<file path="src/rtl/hio_pkg.sv">
package hio_pkg;
  typedef enum logic [1:0] {
    ST_IDLE   = 2'd0,
    ST_GATHER = 2'd1,
    ST_WAIT   = 2'd2,
    ST_OUT    = 2'd3
  } hio_state_t;

  localparam int unsigned ROT_BITS = 8;
endpackage

</file>
<file path="src/rtl/hio_fsm.sv">
module hio_fsm
  import hio_pkg::*;
#(
  parameter int unsigned IN_WORDS  = 8,
  parameter int unsigned OUT_WORDS = 4,
  localparam int unsigned MAXW  = (IN_WORDS > OUT_WORDS) ? IN_WORDS : OUT_WORDS,
  localparam int unsigned CNT_W = $clog2(MAXW + 1)
) (
  input  logic             clk,
  input  logic             rst,
  input  logic             load,
  input  logic             core_done,
  output logic             ack,
  output logic             hash_valid,
  output logic             core_start,
  output logic [CNT_W-1:0] word_idx,
  output logic             out_load,
  output logic             out_shift
);
  hio_state_t       st;
  logic [CNT_W-1:0] cnt;

  always_ff @(posedge clk) begin
    if (rst) begin
      st         <= ST_IDLE;
      cnt        <= '0;
      ack        <= 1'b0;
      hash_valid <= 1'b0;
      core_start <= 1'b0;
    end else begin
      core_start <= 1'b0;
      case (st)
        ST_IDLE: begin
          if (load) begin
            st  <= ST_GATHER;
            ack <= 1'b1;
            cnt <= '0;
          end
        end
        ST_GATHER: begin
          if (cnt == CNT_W'(IN_WORDS - 1)) begin
            ack        <= 1'b0;
            core_start <= 1'b1;
            st         <= ST_WAIT;
            cnt        <= '0;
          end else begin
            cnt <= cnt + 1'b1;
          end
        end
        ST_WAIT: begin
          if (core_done) begin
            hash_valid <= 1'b1;
            st         <= ST_OUT;
            cnt        <= '0;
          end
        end
        ST_OUT: begin
          if (cnt == CNT_W'(OUT_WORDS - 1)) begin
            hash_valid <= 1'b0;
            st         <= ST_IDLE;
            cnt        <= '0;
          end else begin
            cnt <= cnt + 1'b1;
          end
        end
        default: st <= ST_IDLE;
      endcase
    end
  end

  assign word_idx  = cnt;
  assign out_load  = (st == ST_WAIT) && core_done;
  assign out_shift = (st == ST_OUT);

  // ack only opens after load was seen while idle
  a_r2_ack_after_load: assert property (@(posedge clk) disable iff (rst)
    $rose(ack) |-> $past(load) && ($past(st) == ST_IDLE));
  // start is a single-cycle pulse
  a_r6_start_pulse: assert property (@(posedge clk) disable iff (rst)
    core_start |=> !core_start);
  // valid window closes only on the last output word
  a_r7_valid_len: assert property (@(posedge clk) disable iff (rst)
    $fell(hash_valid) |-> $past(cnt) == CNT_W'(OUT_WORDS - 1));
endmodule

</file>
<file path="src/rtl/hio_gather.sv">
module hio_gather #(
  parameter int unsigned WORD_W   = 64,
  parameter int unsigned IN_WORDS = 8,
  parameter int unsigned CNT_W    = 4,
  localparam int unsigned BLK_W   = WORD_W * IN_WORDS
) (
  input  logic              clk,
  input  logic              wr_en,
  input  logic [CNT_W-1:0]  wr_idx,
  input  logic [WORD_W-1:0] wr_data,
  output logic [BLK_W-1:0]  blk
);
  for (genvar i = 0; i < IN_WORDS; i++) begin : g_word
    always_ff @(posedge clk) begin
      if (wr_en && (wr_idx == CNT_W'(i)))
        blk[i*WORD_W +: WORD_W] <= wr_data;
    end
  end
endmodule

</file>
<file path="src/rtl/hio_stub_core.sv">
module hio_stub_core
  import hio_pkg::*;
#(
  parameter int unsigned WORD_W    = 64,
  parameter int unsigned IN_WORDS  = 8,
  parameter int unsigned OUT_WORDS = 4,
  parameter int unsigned CORE_LAT  = 3,
  localparam int unsigned BLK_W = WORD_W * IN_WORDS,
  localparam int unsigned DIG_W = WORD_W * OUT_WORDS,
  localparam int unsigned LAT_W = $clog2(CORE_LAT + 1)
) (
  input  logic             clk,
  input  logic             rst,
  input  logic             start,
  input  logic [BLK_W-1:0] blk,
  output logic             done,
  output logic [DIG_W-1:0] digest
);
  logic [DIG_W-1:0] mix;
  logic             busy;
  logic [LAT_W-1:0] lat_cnt;

  for (genvar j = 0; j < OUT_WORDS; j++) begin : g_mix
    localparam int unsigned A = j % IN_WORDS;
    localparam int unsigned B = (j + 1) % IN_WORDS;
    logic [WORD_W-1:0] wa, wb;
    assign wa = blk[A*WORD_W +: WORD_W];
    assign wb = blk[B*WORD_W +: WORD_W];
    assign mix[j*WORD_W +: WORD_W] =
      wa ^ {wb[WORD_W-ROT_BITS-1:0], wb[WORD_W-1 -: ROT_BITS]} ^ WORD_W'(j + 1);
  end

  always_ff @(posedge clk) begin
    if (rst) begin
      busy    <= 1'b0;
      done    <= 1'b0;
      lat_cnt <= '0;
    end else begin
      done <= 1'b0;
      if (start) begin
        busy    <= 1'b1;
        lat_cnt <= '0;
      end else if (busy) begin
        if (lat_cnt == LAT_W'(CORE_LAT - 1)) begin
          busy   <= 1'b0;
          done   <= 1'b1;
          digest <= mix;
        end else begin
          lat_cnt <= lat_cnt + 1'b1;
        end
      end
    end
  end

  // the core is never restarted while still computing
  a_r6_start_when_free: assert property (@(posedge clk) disable iff (rst)
    start |-> !busy);
endmodule

</file>
<file path="src/rtl/hio_unload.sv">
module hio_unload #(
  parameter int unsigned WORD_W    = 64,
  parameter int unsigned OUT_WORDS = 4,
  localparam int unsigned DIG_W    = WORD_W * OUT_WORDS
) (
  input  logic              clk,
  input  logic              rst,
  input  logic              ld,
  input  logic              shift,
  input  logic [DIG_W-1:0]  din,
  output logic [WORD_W-1:0] dout
);
  logic [DIG_W-1:0] sreg;

  always_ff @(posedge clk) begin
    if (rst)        sreg <= '0;
    else if (ld)    sreg <= din;
    else if (shift) sreg <= DIG_W'(sreg >> WORD_W);
  end

  assign dout = sreg[WORD_W-1:0];
endmodule

</file>
<file path="src/rtl/hash_io_ctrl.sv">
module hash_io_ctrl #(
  parameter int unsigned WORD_W      = 64,
  parameter int unsigned IN_WORDS    = 8,
  parameter int unsigned DIGEST_BITS = 256,
  parameter int unsigned CORE_LAT    = 3,
  localparam int unsigned OUT_WORDS  = DIGEST_BITS / WORD_W,
  localparam int unsigned BLK_W      = WORD_W * IN_WORDS,
  localparam int unsigned DIG_W      = WORD_W * OUT_WORDS,
  localparam int unsigned MAXW       = (IN_WORDS > OUT_WORDS) ? IN_WORDS : OUT_WORDS,
  localparam int unsigned CNT_W      = $clog2(MAXW + 1)
) (
  input  logic              clk,
  input  logic              rst,
  input  logic              load,
  input  logic [WORD_W-1:0] data_in,
  output logic              ack,
  output logic              hash_valid,
  output logic [WORD_W-1:0] data_out
);
  logic             core_start, core_done, out_load, out_shift;
  logic [CNT_W-1:0] word_idx;
  logic [BLK_W-1:0] blk;
  logic [DIG_W-1:0] digest;

  hio_fsm #(.IN_WORDS(IN_WORDS), .OUT_WORDS(OUT_WORDS)) u_fsm (
    .clk(clk), .rst(rst), .load(load), .core_done(core_done),
    .ack(ack), .hash_valid(hash_valid), .core_start(core_start),
    .word_idx(word_idx), .out_load(out_load), .out_shift(out_shift));

  hio_gather #(.WORD_W(WORD_W), .IN_WORDS(IN_WORDS), .CNT_W(CNT_W)) u_gather (
    .clk(clk), .wr_en(ack), .wr_idx(word_idx), .wr_data(data_in), .blk(blk));

  hio_stub_core #(.WORD_W(WORD_W), .IN_WORDS(IN_WORDS), .OUT_WORDS(OUT_WORDS),
                  .CORE_LAT(CORE_LAT)) u_core (
    .clk(clk), .rst(rst), .start(core_start), .blk(blk),
    .done(core_done), .digest(digest));

  hio_unload #(.WORD_W(WORD_W), .OUT_WORDS(OUT_WORDS)) u_unload (
    .clk(clk), .rst(rst), .ld(out_load), .shift(out_shift),
    .din(digest), .dout(data_out));

  // input and output phases never overlap
  a_r5_no_ack_in_output: assert property (@(posedge clk) disable iff (rst)
    hash_valid |-> !ack);
  // reset leaves both handshake outputs low
  a_r1_reset_quiet: assert property (@(posedge clk)
    $past(rst) |-> !ack && !hash_valid);
endmodule

</file>
<file path="config.mk">
export PLATFORM = sky130hd
export DESIGN_NAME = hash_io_ctrl
export DESIGN_NICKNAME = d
export VERILOG_FILES = /design/src/rtl/hio_pkg.sv /design/src/rtl/hio_fsm.sv /design/src/rtl/hio_gather.sv /design/src/rtl/hio_stub_core.sv /design/src/rtl/hio_unload.sv /design/src/rtl/hash_io_ctrl.sv
export SDC_FILE = /design/constraint.sdc
export NUM_CORES = 1
export LEC_CHECK = 0
export BUFFER_PORTS_ARGS = -buffer_cell sky130_fd_sc_hd__buf_2
export CAP_MARGIN = 10
export CORE_ASPECT_RATIO = 0.75
export CORE_UTILIZATION = 40
export DETAILED_ROUTE_END_ITERATION = 10
export PLACE_DENSITY_LB_ADDON = 0.08
export REMOVE_ABC_BUFFERS = 1
export SETUP_SLACK_MARGIN = 0.5
export SYNTH_ARGS = -nofsm -noshare
export SYNTH_HDL_FRONTEND = slang
export SYNTH_SLANG_ARGS = --single-unit
</file>
<file path="constraint.sdc">
create_clock -name clk -period 64 [get_ports clk]
set_input_delay 6.4 -clock clk [delete_from_list [all_inputs] [get_ports clk]]
set_output_delay 6.4 -clock clk [all_outputs]
set_load 0.02 [all_outputs]
</file>
# Word-level counts from Yosys, hierarchy flattened
# Index checks and enable logic that the tools add are counted.
# Widths: inputs -> output; s select.
# totals
regBits	845
latch_bits	0
mem_bits_rw	0
romBits	0
inputBits	67
out_inout_bits	66
memories	0
# classes
n_addsub	2
multipliers	0
div	0
n_lt_le_gt_ge	0
eq_ne	13
shift	0
mux	23
n_bitwise	13
reduce_logical	20
# ops
cell	count
$mux 256	2
$xor 64x64->64	4
$mux 4	4
$pmux 4 s4	1
$mux 1	9
$eq 4x2->1 const B	2
$eq 4x3->1 const B	2
$mux 2	4
$not 1->1	8
$pmux 2 s4	1
$reduce_and 4->1	2
$eq 2x2->1 const B	3
$logic_and 1x1->1	6
$ne 2x1->1 const B	3
$reduce_and 3->1	2
$reduce_bool 2->1	3
$add 4x1->4 const B	1
$eq 4x1->1 const B	1
$logic_not 4->1	1
$pmux 1 s2	2
$reduce_and 2->1	2
$reduce_or 2->1	2
$reduce_or 3->1	1
$add 2x1->2 const B	1
other kinds (4)	4

# Logic depth before layout (Yosys ltp)
# depth
word_depth	4
ltp_mapped	7
mapped_depth_nobuf	6

# Modules after synthesis
# From an unflattened synthesis, not the netlist that was laid out.
# hier_totals
hier_cells	2307
area_unflattened_um2	38027.7
# by_module_without_submodules
module	n_inst	cells_per_inst	area_per_inst_um2
hio_gather	1	525	15448.6
hio_unload	1	1202	11971.5
hio_stub_core	1	528	10095.9
hio_fsm	1	52	511.7

# Worst setup path before layout
# No wires, ideal clock.
# synth_path
path_kind	in2reg
start	in rst
end	reg u_core.digest[0] (enable)
setup_time_ns	1.186
arrival_ns	24.172
setup_slack_ns	38.642
path_stages	3
path_cell_list	clkbuf_1 -> clkbuf_1 -> nor3_1
# synth_between
elab_chain_cells	2
# synth_rtl
element	line	source
start, declared	hash_io_ctrl.sv:13	input logic rst,
$not 1->1 (no source line)	--	
$reduce_and 4->1 (no source line)	--	
end signal, assigned	hio_stub_core.sv:47	digest <= mix;
end, declared	hio_stub_core.sv:17	output logic [DIG_W-1:0] digest
# Every way passes these cells.
# A chain may end at the register's enable or synchronous reset.

# Worst setup path in the final report
# layout_path
start	in rst
end	reg u_core.digest[254] (enable)
# Same word-level chain as after synthesis.

==> impl_metrics.csv <==
group,metric,value,unit
outcome,status,"finished clean",
routing,drtIter0Drc,761,
critical_path,path_class,"in2reg",
floorplan,die_w,326.5,µm
synth,ys_ff_latch,845,
finish,mostFrequentLayoutCell,"edfxtp_1",
sta,finalClockSkew,18.19,ps
clocking,clkSinkCount,845,
sta,fin_tns_setup,0,ps
clocking,clock_latency,620,ps
floorplan,io_pins,133,
finish,post-route-cell-area,35360,µm²
placement,dpl_cell_area,32730,µm²
placement,placed_cells,3130,
floorplan,fp.dieArea,80130,µm²
grt,grt_max_degree,217,
sta,hold_ws,488.6,ps
grt,antenna_found_initial,7,
sta,rsz0062_at_grt,"no",
floorplan,core_region_area,77510,µm²
finish,fillers,6907,
critical_path,arrival,8390,ps
placement,io_buffers,132,
finish,final_cell_mix,"576 x edfxtp_1, 269 x dfxtp_1, 251 x xor2_1",
clocking,path_clk_slew,60,ps
finish,postLayoutCoreUtil,0.4562,
floorplan,initial_utilization,0.4076,
sta,worst_slew_pin_slew,1076,ps
clocking,cts_tree,"built",
critical_path,cp-end-kind,"flip-flop",
grt,grt_pass1_wl,94720,µm
routing,vias_per_cell,4.822,
synth,synth_area_leaders,"edfxtp_1 55%, dfxtp_1 17%, xor2_1 7.0%, mux2i_1 6.1%, a211oi_1 4.6%",
routing,drtAntennaViolNets,0,
clocking,post_cts_resized,0,
clocking,cts_setup_buffers,0,
min_path,hold_path_class,"reg2reg",
synth,synth_top_area_frac,0.5474,
power,total_power,1.143,mW
grt,grt_use_total,0.1525,
placement,post-place-ws,55200,ps
sta,fin_crit_sh,0.1273,
finish,drive_gt1_frac,0.1289,
synth,synth_edf_count,576,
power,power_per_cell_area,32.34,nW/µm²
floorplan,std_cell_rows,88,
critical_path,crit_path_max_fanout,63,
routing,via_count,15840,
synth,synthCells,2124,
routing,wl_per_cell,18.50,µm
sta,fmax,122.8,MHz
synth,synthXorXnorAreaFrac,0.07124,
grt,grt_pass1_vias,16030,
synth,yosysSeqAreaShare,0.7178,
routing,drc,0,
synth,synth_compound_gate_area_share,0.05912,
power,ir_worst_vdd,0.00001931,V
finish,final_cells,3285,
synth,synth_top_family_by_area,"XOR/XNOR gates",
critical_path,worstSetupStartpointType,"input pin",
grt,grt-ovfl-total,0,
finish,synthToLayoutAreaGrowth,11.90,%
placement,hpwl,34130,µm
critical_path,required,64240,ps
synth,postSynthAreaPerCell,14.88,µm²
sta,slew_viol_final,0,
finish,diodes,0,
synth,synth_mux_area_frac,0.06161,
sta,relSlewSlack,0.2824,
clocking,cts_buffer_depth,3,
clocking,hold_buffers,0,
power,p_leak,11.64,nW
placement,gp_congestion,0.7222,
synth,yosysUniqueCellTypes,39,
synth,synth_adder_area_share,0.003564,
synth,yosysTopAreaCell,"edfxtp_1",
routing,routed_wl,60760,µm
synth,synth_warnings,0,
sta,period_needed,8147,ps
floorplan,die_h,245.4,µm
clocking,cts_made_buffers,84,
clocking,htreeDepth,3,
synth,synth.cell_area,31600,µm²
sta,finalHoldViolCount,0,
flow_run,cap_violations,0,
synth,yosys_most_used_dff,"edfxtp_1",
finish,nNetsFinal,2257,
sta,worst_slack,55850,ps
routing,dr.pass1.iters,4,
synth,synthSimpleGateAreaFrac,0.05290,
synth,async_reset_ff_frac,0,
clocking,cts_root_buf,"clkbuf_16",
sta,final-setup-viol-count,0,
## cell usage after synthesis (all sizes together), types with 5 or more instances
library cell and count:
edfxtp 576, dfxtp 269, xor2 251, nor2 201, a211oi 193, mux2i 193
buf 125, a21oi 71, nand2 71, nand3b 64, clkbuf 55, ha 9
and2 6, inv 6, xnor2 6, nor3 5
## sequential cells by signal, summed over array words and instances, names as in the netlist, 2 cells and up
register / cells
u_gather.blk: 320
u_core.lat_cnt: 2
u_fsm.word_idx: 4
u_unload.sreg: 256
u_fsm.st: 2
u_core.digest: 256
## power breakdown
group          internal [mW]  switching, mW  total, mW
Combinational         0.0204         0.0381     0.0584
Clock                  0.271          0.202      0.473
Sequential             0.604        0.00813      0.612
## per-layer routing
metal	up-vias	share of wire	global-route usage
li1	7776	-	-
met1	7738	0.48	0.2114
met2	202	0.46	0.2395
met3	112	0.037	0.03259
met4	12	0.024	0.04700
met5	-	0.0013	0
## kinds of logic (layout without fill, tap and decap cells)
| family | count (synthesis) | in the layout |
|---|---|---|
| AOI/OAI and AO/OA | 272 | 272 |
| xor gates and xnor gates | 257 | 257 |
| adders and majority gates | 9 | 9 |
| buffers and inverters | 186 | 312 |
| DFF | 845 | 845 |
| muxes | 194 | 194 |
| and+or+nand+nor | 361 | 361 |
## critical path, cell delays in order
cell and delay, ps:
buf_8 170, nor3_2 330, buf_4 610, buf_4 780
## worst paths after layout
check        slack [ps]            endpoint          startpoint  cells after the start
min reg2reg         490  u_unload.sreg[198]  u_unload.sreg[198]                      2
max reg2reg       59980  u_unload.sreg[133]         u_fsm.st[1]                      6
max               55850  u_core.digest[254]                 rst                      4
min                 490  u_unload.sreg[198]  u_unload.sreg[198]                      2
## cell type report
class	count	area [µm²]	share of cell area
clock buffers	113	2315	0.06546
clock inverters	42	316.6	0.008953
inverters	6	22.52	0.0006369
multi-input cells	1093	7890	0.2231
flip-flops and latches	845	22680	0.6415
well taps	1035	1295	0.03662
repair buffers	151	838.3	0.02371
No activity file was read; power rests on OpenSTA's default activity.
